--- src/rtl/serlink_pkg.sv ---
package serlink_pkg;
  localparam int REG_W = 32;
  localparam logic [1:0] SEL_DATA = 2'd0;
  localparam logic [1:0] SEL_CTRL = 2'd1;
  localparam logic [1:0] SEL_CLK  = 2'd2;
  localparam int BIT_RXACK = 8;
  localparam int BIT_TXGO  = 9;
  typedef enum logic [1:0] {RX_IDLE, RX_START, RX_DATA, RX_STOP} rx_state_t;
endpackage

--- src/rtl/serlink_tx.sv ---
module serlink_tx #(
  parameter int DW  = 8,
  parameter int OSR = 16
) (
  input  logic          clk,
  input  logic          rst,
  input  logic          tick,
  input  logic          start,
  input  logic [DW-1:0] din,
  output logic          busy,
  output logic          txd
);
  localparam int SUB_W = $clog2(OSR);
  localparam int CNT_W = $clog2(DW + 2);
  localparam logic [SUB_W-1:0] SUB_LAST = SUB_W'(OSR - 1);
  localparam logic [CNT_W-1:0] BIT_LAST = CNT_W'(DW + 1);

  logic [SUB_W-1:0] sub_q;
  logic [CNT_W-1:0] bit_q;
  logic [DW:0]      shf_q;

  always_ff @(posedge clk) begin
    if (rst) begin
      busy  <= 1'b0;
      txd   <= 1'b1;
      sub_q <= '0;
      bit_q <= '0;
      shf_q <= '1;
    end else if (!busy) begin
      if (start) begin
        busy  <= 1'b1;
        txd   <= 1'b0;
        sub_q <= '0;
        bit_q <= '0;
        shf_q <= {1'b1, din};
      end
    end else if (tick) begin
      if (sub_q == SUB_LAST) begin
        sub_q <= '0;
        if (bit_q == BIT_LAST) begin
          busy <= 1'b0;
          txd  <= 1'b1;
        end else begin
          txd   <= shf_q[0];
          shf_q <= {1'b1, shf_q[DW:1]};
          bit_q <= bit_q + 1'b1;
        end
      end else begin
        sub_q <= sub_q + 1'b1;
      end
    end
  end

  // line idles high whenever no frame is in flight
  a_r3_idle_high: assert property (@(posedge clk) disable iff (rst)
    !busy |-> txd);
  // every frame opens with a low start bit
  a_r3_start_low: assert property (@(posedge clk) disable iff (rst)
    (!busy && start) |=> (busy && !txd));
endmodule

--- src/rtl/serlink_rx.sv ---
module serlink_rx
  import serlink_pkg::*;
#(
  parameter int DW  = 8,
  parameter int OSR = 16
) (
  input  logic          clk,
  input  logic          rst,
  input  logic          tick,
  input  logic          rxd,
  output logic          valid,
  output logic [DW-1:0] dout
);
  localparam int SUB_W = $clog2(OSR);
  localparam int CNT_W = $clog2(DW);
  localparam logic [SUB_W-1:0] SUB_LAST = SUB_W'(OSR - 1);
  localparam logic [SUB_W-1:0] SUB_MID  = SUB_W'(OSR / 2 - 1);
  localparam logic [CNT_W-1:0] BIT_LAST = CNT_W'(DW - 1);

  logic [1:0]       sync_q;
  logic             rx_s;
  rx_state_t        st_q;
  logic [SUB_W-1:0] sub_q;
  logic [CNT_W-1:0] bit_q;
  logic [DW-1:0]    shf_q;

  assign rx_s = sync_q[1];

  always_ff @(posedge clk) begin
    if (rst) begin
      sync_q <= 2'b11;
      st_q   <= RX_IDLE;
      sub_q  <= '0;
      bit_q  <= '0;
      shf_q  <= '0;
      valid  <= 1'b0;
      dout   <= '0;
    end else begin
      sync_q <= {sync_q[0], rxd};
      valid  <= 1'b0;
      if (tick) begin
        unique case (st_q)
          RX_IDLE: begin
            if (!rx_s) begin
              st_q  <= RX_START;
              sub_q <= '0;
            end
          end
          RX_START: begin
            if (sub_q == SUB_MID) begin
              sub_q <= '0;
              bit_q <= '0;
              st_q  <= rx_s ? RX_IDLE : RX_DATA;
            end else begin
              sub_q <= sub_q + 1'b1;
            end
          end
          RX_DATA: begin
            if (sub_q == SUB_LAST) begin
              sub_q <= '0;
              shf_q <= {rx_s, shf_q[DW-1:1]};
              if (bit_q == BIT_LAST) st_q <= RX_STOP;
              else bit_q <= bit_q + 1'b1;
            end else begin
              sub_q <= sub_q + 1'b1;
            end
          end
          RX_STOP: begin
            if (sub_q == SUB_LAST) begin
              sub_q <= '0;
              st_q  <= RX_IDLE;
              if (rx_s) begin
                valid <= 1'b1;
                dout  <= shf_q;
              end
            end else begin
              sub_q <= sub_q + 1'b1;
            end
          end
          default: st_q <= RX_IDLE;
        endcase
      end
    end
  end

  // a completed byte is announced for exactly one cycle
  a_r6_single_pulse: assert property (@(posedge clk) disable iff (rst)
    valid |=> !valid);
endmodule

--- src/rtl/serlink_port.sv ---
module serlink_port
  import serlink_pkg::*;
#(
  parameter int ADDR_W = 4,
  parameter int DW     = 8,
  parameter int OSR    = 16
) (
  input  logic              clk,
  input  logic              rst,
  input  logic              bus_en,
  input  logic              bus_we,
  input  logic [ADDR_W-1:0] bus_addr,
  input  logic [31:0]       bus_wdata,
  output logic [31:0]       bus_rdata,
  input  logic              baud_tick,
  input  logic              ser_rxd,
  output logic              ser_txd,
  output logic [1:0]        if_mode,
  output logic              tx_rdy_ovr,
  output logic              rx_rdy_ovr,
  output logic [31:0]       baud_cfg
);
  localparam int WADDR_W = ADDR_W - 2;

  logic [WADDR_W-1:0] waddr;
  logic               hit_data, hit_ctrl, hit_clk;
  logic               wr_data, tx_go, rx_ack;
  logic               tx_busy, tx_ready;
  logic               rx_valid;
  logic [DW-1:0]      rx_byte_new;
  logic [DW-1:0]      rx_hold_q;
  logic               rx_full_q;
  logic [1:0]         mode_q;
  logic               txo_q, rxo_q;
  logic [31:0]        clk_q;
  logic [31:0]        rd_mux;

  assign waddr    = bus_addr[ADDR_W-1:2];
  assign hit_data = (waddr == WADDR_W'(SEL_DATA));
  assign hit_ctrl = (waddr == WADDR_W'(SEL_CTRL));
  assign hit_clk  = (waddr == WADDR_W'(SEL_CLK));
  assign wr_data  = bus_en && bus_we && hit_data;
  assign tx_ready = !tx_busy;
  assign tx_go    = wr_data && bus_wdata[BIT_TXGO] && tx_ready;
  assign rx_ack   = wr_data && bus_wdata[BIT_RXACK];

  serlink_tx #(.DW(DW), .OSR(OSR)) tx_i (
    .clk   (clk),
    .rst   (rst),
    .tick  (baud_tick),
    .start (tx_go),
    .din   (bus_wdata[DW-1:0]),
    .busy  (tx_busy),
    .txd   (ser_txd)
  );

  serlink_rx #(.DW(DW), .OSR(OSR)) rx_i (
    .clk   (clk),
    .rst   (rst),
    .tick  (baud_tick),
    .rxd   (ser_rxd),
    .valid (rx_valid),
    .dout  (rx_byte_new)
  );

  // receive holding register: ack frees it, a full register drops new bytes
  always_ff @(posedge clk) begin
    if (rst) begin
      rx_full_q <= 1'b0;
      rx_hold_q <= '0;
    end else if (rx_valid && (!rx_full_q || rx_ack)) begin
      rx_full_q <= 1'b1;
      rx_hold_q <= rx_byte_new;
    end else if (rx_ack) begin
      rx_full_q <= 1'b0;
    end
  end

  always_ff @(posedge clk) begin
    if (rst) begin
      mode_q <= '0;
      txo_q  <= 1'b0;
      rxo_q  <= 1'b0;
      clk_q  <= '0;
    end else if (bus_en && bus_we) begin
      if (hit_ctrl) begin
        mode_q <= bus_wdata[3:2];
        txo_q  <= bus_wdata[7];
        rxo_q  <= bus_wdata[8];
      end
      if (hit_clk) clk_q <= bus_wdata;
    end
  end

  always_comb begin
    rd_mux = '0;
    if (hit_data) begin
      rd_mux[DW-1:0]    = rx_hold_q;
      rd_mux[BIT_RXACK] = rx_full_q;
      rd_mux[BIT_TXGO]  = tx_ready;
    end else if (hit_ctrl) begin
      rd_mux[3:2] = mode_q;
      rd_mux[7]   = txo_q;
      rd_mux[8]   = rxo_q;
    end else if (hit_clk) begin
      rd_mux = clk_q;
    end
  end

  always_ff @(posedge clk) begin
    if (rst) bus_rdata <= '0;
    else if (bus_en && !bus_we) bus_rdata <= rd_mux;
  end

  assign if_mode    = mode_q;
  assign tx_rdy_ovr = txo_q;
  assign rx_rdy_ovr = rxo_q;
  assign baud_cfg   = clk_q;

  // an accepted transmit request makes the transmitter busy next cycle
  a_r4_busy_after_go: assert property (@(posedge clk) disable iff (rst)
    tx_go |=> !tx_ready);
  // acknowledging with no byte arriving empties the holding register
  a_r7_ack_clears: assert property (@(posedge clk) disable iff (rst)
    (rx_ack && !rx_valid) |=> !rx_full_q);
  // a byte arriving while full and unacknowledged leaves the held byte alone
  a_r8_overrun_keeps: assert property (@(posedge clk) disable iff (rst)
    (rx_full_q && rx_valid && !rx_ack) |=> (rx_full_q && $stable(rx_hold_q)));
endmodule

--- config.mk ---
export PLATFORM = sky130hd
export DESIGN_NAME = serlink_port
export DESIGN_NICKNAME = d
export VERILOG_FILES = /design/src/rtl/serlink_pkg.sv /design/src/rtl/serlink_tx.sv /design/src/rtl/serlink_rx.sv /design/src/rtl/serlink_port.sv
export SDC_FILE = /design/constraint.sdc
export NUM_CORES = 1
export LEC_CHECK = 0
export ABC_AREA = 1
export BUFFER_PORTS_ARGS = -buffer_cell sky130_fd_sc_hd__buf_4
export CAP_MARGIN = 20
export CORE_ASPECT_RATIO = 0.5
export CORE_UTILIZATION = 48
export CTS_CLUSTER_DIAMETER = 40
export DETAILED_ROUTE_END_ITERATION = 8
export HOLD_SLACK_MARGIN = 0.03
export MAX_ROUTING_LAYER = met4
export PLACE_DENSITY = 0.75
export SYNTH_ARGS = -nofsm -noshare
export SYNTH_HDL_FRONTEND = slang
export SYNTH_SLANG_ARGS = --single-unit
--- constraint.sdc ---
create_clock -name clk -period 1.3 [get_ports clk]
set_input_delay 0.065 -clock clk [delete_from_list [all_inputs] [get_ports clk]]
set_output_delay 0.065 -clock clk [all_outputs]
set_load 0.02 [all_outputs]
==> results.toml <==
[die]
die_y_um = 73.6
die-width_um = 145
start_util_pct = 50.7
dieArea_sq_mm = 0.0107
coreArea_sq_mm = 0.00970
placementRows = 25
ios = 111

[pwr]
p_leak_nw = 3.18
p_per_area_mw_per_mm2 = 1320
power.total_mw = 10.0
ir_drop_mv = 0.933

[sta]
fmax_mhz = 721
fin_skew_ns = 0.0135
finalSetupTns_ns = -1.10
final_hold_viol_count = 0
period_share_pct = 107
finalSetupViolCount = 26
rsz0062_at_grt = "yes"
max_slew_margin_pct = 70.8
drv_slew = 0
worstMarginPinSlew_ns = 0.437
postLayoutSetupSlackWorst_ns = -0.0876
min_period_ns = 1.39

[critical_path]
startpoint_type = "register"
path_cells = "ha_4, nand2_4, nor2_4, nand3_4, nand2_4, clkinvlp_4, nand2_1, nand3_1"
slowest_stage = "dfxtp_2"
timing.rr.end = "tx_i.shf_q[6]"
critPathMaxStageDelay_ns = 0.35
critPathRequiredTime_ns = 1.60
cp_top_family = "simple AND/OR/NAND/NOR gates"
cp_max_fo = 8
arrival_ns = 1.69
path_buf_inv = 1
reg2regPathDepth = 8
path_class = "reg2reg"
reg2reg_slack_ns = -0.09
cp_common_cell = "nand2_4"
reg2reg_from = "tx_i.sub_q[1]"
cp-end-kind = "register"

[synth]
postSynthAreaPerCell_sq_um = 7.63
syn_area_sq_mm = 0.00492
yosys_register_bits = 123
netlist_instances = 644
async_reset_ff_share_pct = 0
ys_types = 35
yosysWarnings = 0
synth_edf_count = 0
seq_area_frac_synth_pct = 50.1
ys.flop_type = "dfxtp_1"
synth_nets = 692

[global_route]
grtUsageTotal_pct = 27.5
grt_pass1_vias = 4653
grt_max_degree = 54
gr-total-overflow = 0
antenna_found_initial = 0
grt_pass1_wl_um = 22300

[routing]
drt-total-wl_um = 15200
vias_per_cell = 5.35
via_count = 5204
post_drt_wl_per_cell_um = 15.6
ant_nets = 0
dr.pass1.iters = 5
drt_iter0_markers = 499
post-route-drc-count = 0

[hold_path]
hold_start = "rst"
holdPathStages = 4
hp-class = "in2reg"
min_to = "rx_i.shf_q[3]"

[placement]
gp_congestion = 0.817
pre_cts_slack_ns = -0.0354
portBuffers = 108
hpwl_um = 8190

[clock_tree]
cts_tree = "built"
htree_num_levels = 4
clockBufferDepth = 2
clk_latency_ns = 0.42
cts_buffers = 17
root_buffer = "clkbuf_16"
clkSinkCount = 123
clk_pin_slew_ns = 0.06

[run]
cap_violations = 0

[layout]
layout.nets = 872
utilization_pct = 78.3
drive_gt1_share_pct = 33.6
area_growth_pct = 54.5
diodes = 0

[outcome]
violations = "setup timing"
status = "finished with violations"
cells in the mapped netlist (2+ instances only):
cell type,n,share of area (%)
o21ai_0,52,5.3
buf_6,2,0.46
nor2_1,137,10
a21oi_1,39,4.0
o21ai_1,6,0.61
ha_1,6,1.5
buf_4,2,0.31
buf_2,11,1.1
or2_2,2,0.25
buf_1,2,0.15
nand2_4,2,0.46
nand2_1,116,8.9
nor2_4,3,0.69
inv_2,7,0.53
nand4_1,4,0.51
a22oi_1,22,3.4
nand3_1,36,3.7
nand2_2,4,0.51
clkbuf_1,13,0.99
inv_1,33,2.5
dfxtp_1,123,50
a31oi_1,7,0.89
nor3_1,2,0.20
nand3_2,2,0.41
worst min-delay path, stage by stage:
cell     delay, ns
buf_4         0.13
inv_2         0.15
o21ai_2       0.09
nor2_1        0.04
where the power goes:
part           switching (mW)  internal (mW)
sequential             0.0517           3.83
combinational           0.409          0.336
clock                    1.78           3.59
through the flow:
stage | hold slack (ns) | instances | cell area [sq um]
after global routing | 0.119 | 972 | 7600
after floorplan | 0.169 | 644 | 4930
final | 0.109 | 972 | 7600
after detailed placement | 0.252 | 894 | 6080
after global placement | 0.251 | 894 | 6080
after CTS | 0.0912 | 968 | 7280
cells in the final DEF, fill, tap and decap left out, drive strengths merged, types with 17 or more instances in the layout:
cell type / count
buf: 153
nand3: 41
dlygate4sd3: 37
clkbuf: 17
nand2: 122
inv: 40
dfxtp: 123
a21oi: 40
o21ai: 59
nor2: 141
a22oi: 22
state kept, by name, indices dropped and copies added, names as in the netlist, 2 cells and up, named ones only:
name and flops:
baud_cfg 32, bus_rdata 32, rx_hold_q 8, rx_i.dout 8, rx_i.shf_q 8, tx_i.shf_q 8
rx_i.sub_q 4, tx_i.bit_q 4, tx_i.sub_q 4, rx_i.bit_q 3, if_mode 2, rx_i.sync_q 2
cell type report:
class | count | area [sq um]
clock buffer | 17 | 425
clock inverter | 15 | 246
fill | 603 | 2100
inverter | 40 | 161
multi-input combinational | 452 | 2510
sequential | 123 | 2480
tap | 135 | 169
timing repair buffer | 190 | 1600
routing by layer:
| layer | track usage [%] | vias to the layer above | routed length, um |
|---|---|---|---|
| met2 | 46.8 | 210 | 7610 |
| met5 | - | - | 0 |
| met4 | 11.6 | 0 | 303 |
| li1 | - | 2479 | - |
| met3 | 7.27 | 34 | 1100 |
| met1 | 31.5 | 2481 | 6180 |
worst max-delay path by stage:
stage | startpoint | to | slack (ns) | cells after the start
after floorplan | rx_i.sub_q[1] | rx_i.dout[7] | 0.02 | 7
after global placement | tx_i.sub_q[0] | tx_i.shf_q[7] | -0.003 | 8
after detailed placement | tx_i.sub_q[0] | tx_i.shf_q[6] | -0.04 | 8
after CTS | tx_i.sub_q[1] | tx_i.shf_q[1] | -0.05 | 8
after global routing | rx_i.sub_q[0] | rx_i.dout[2] | -0.16 | 7
final | tx_i.sub_q[1] | tx_i.shf_q[6] | -0.09 | 8
cells by family (layout without fill, tap and decap cells):
family	count (synthesis)	in the layout	synth area share [%]
compound gates	131	131	14.9
buf+inv	71	262	6.18
fa+ha+maj	6	6	1.53
flops	123	123	50.1
simple gates	313	315	27.3
what timing repair did:
action / in CTS / in global routing
buffers inserted: 5 / 2
hold buffers: 37 / 0
pin swaps: 13 / 32
endpoints found under the setup margin: 33 / 41
cloned: 0 / 2
hold endpoints to repair: 53 / 0
gates resized for setup: 28 / 79
(Power assumes the default switching activity.)
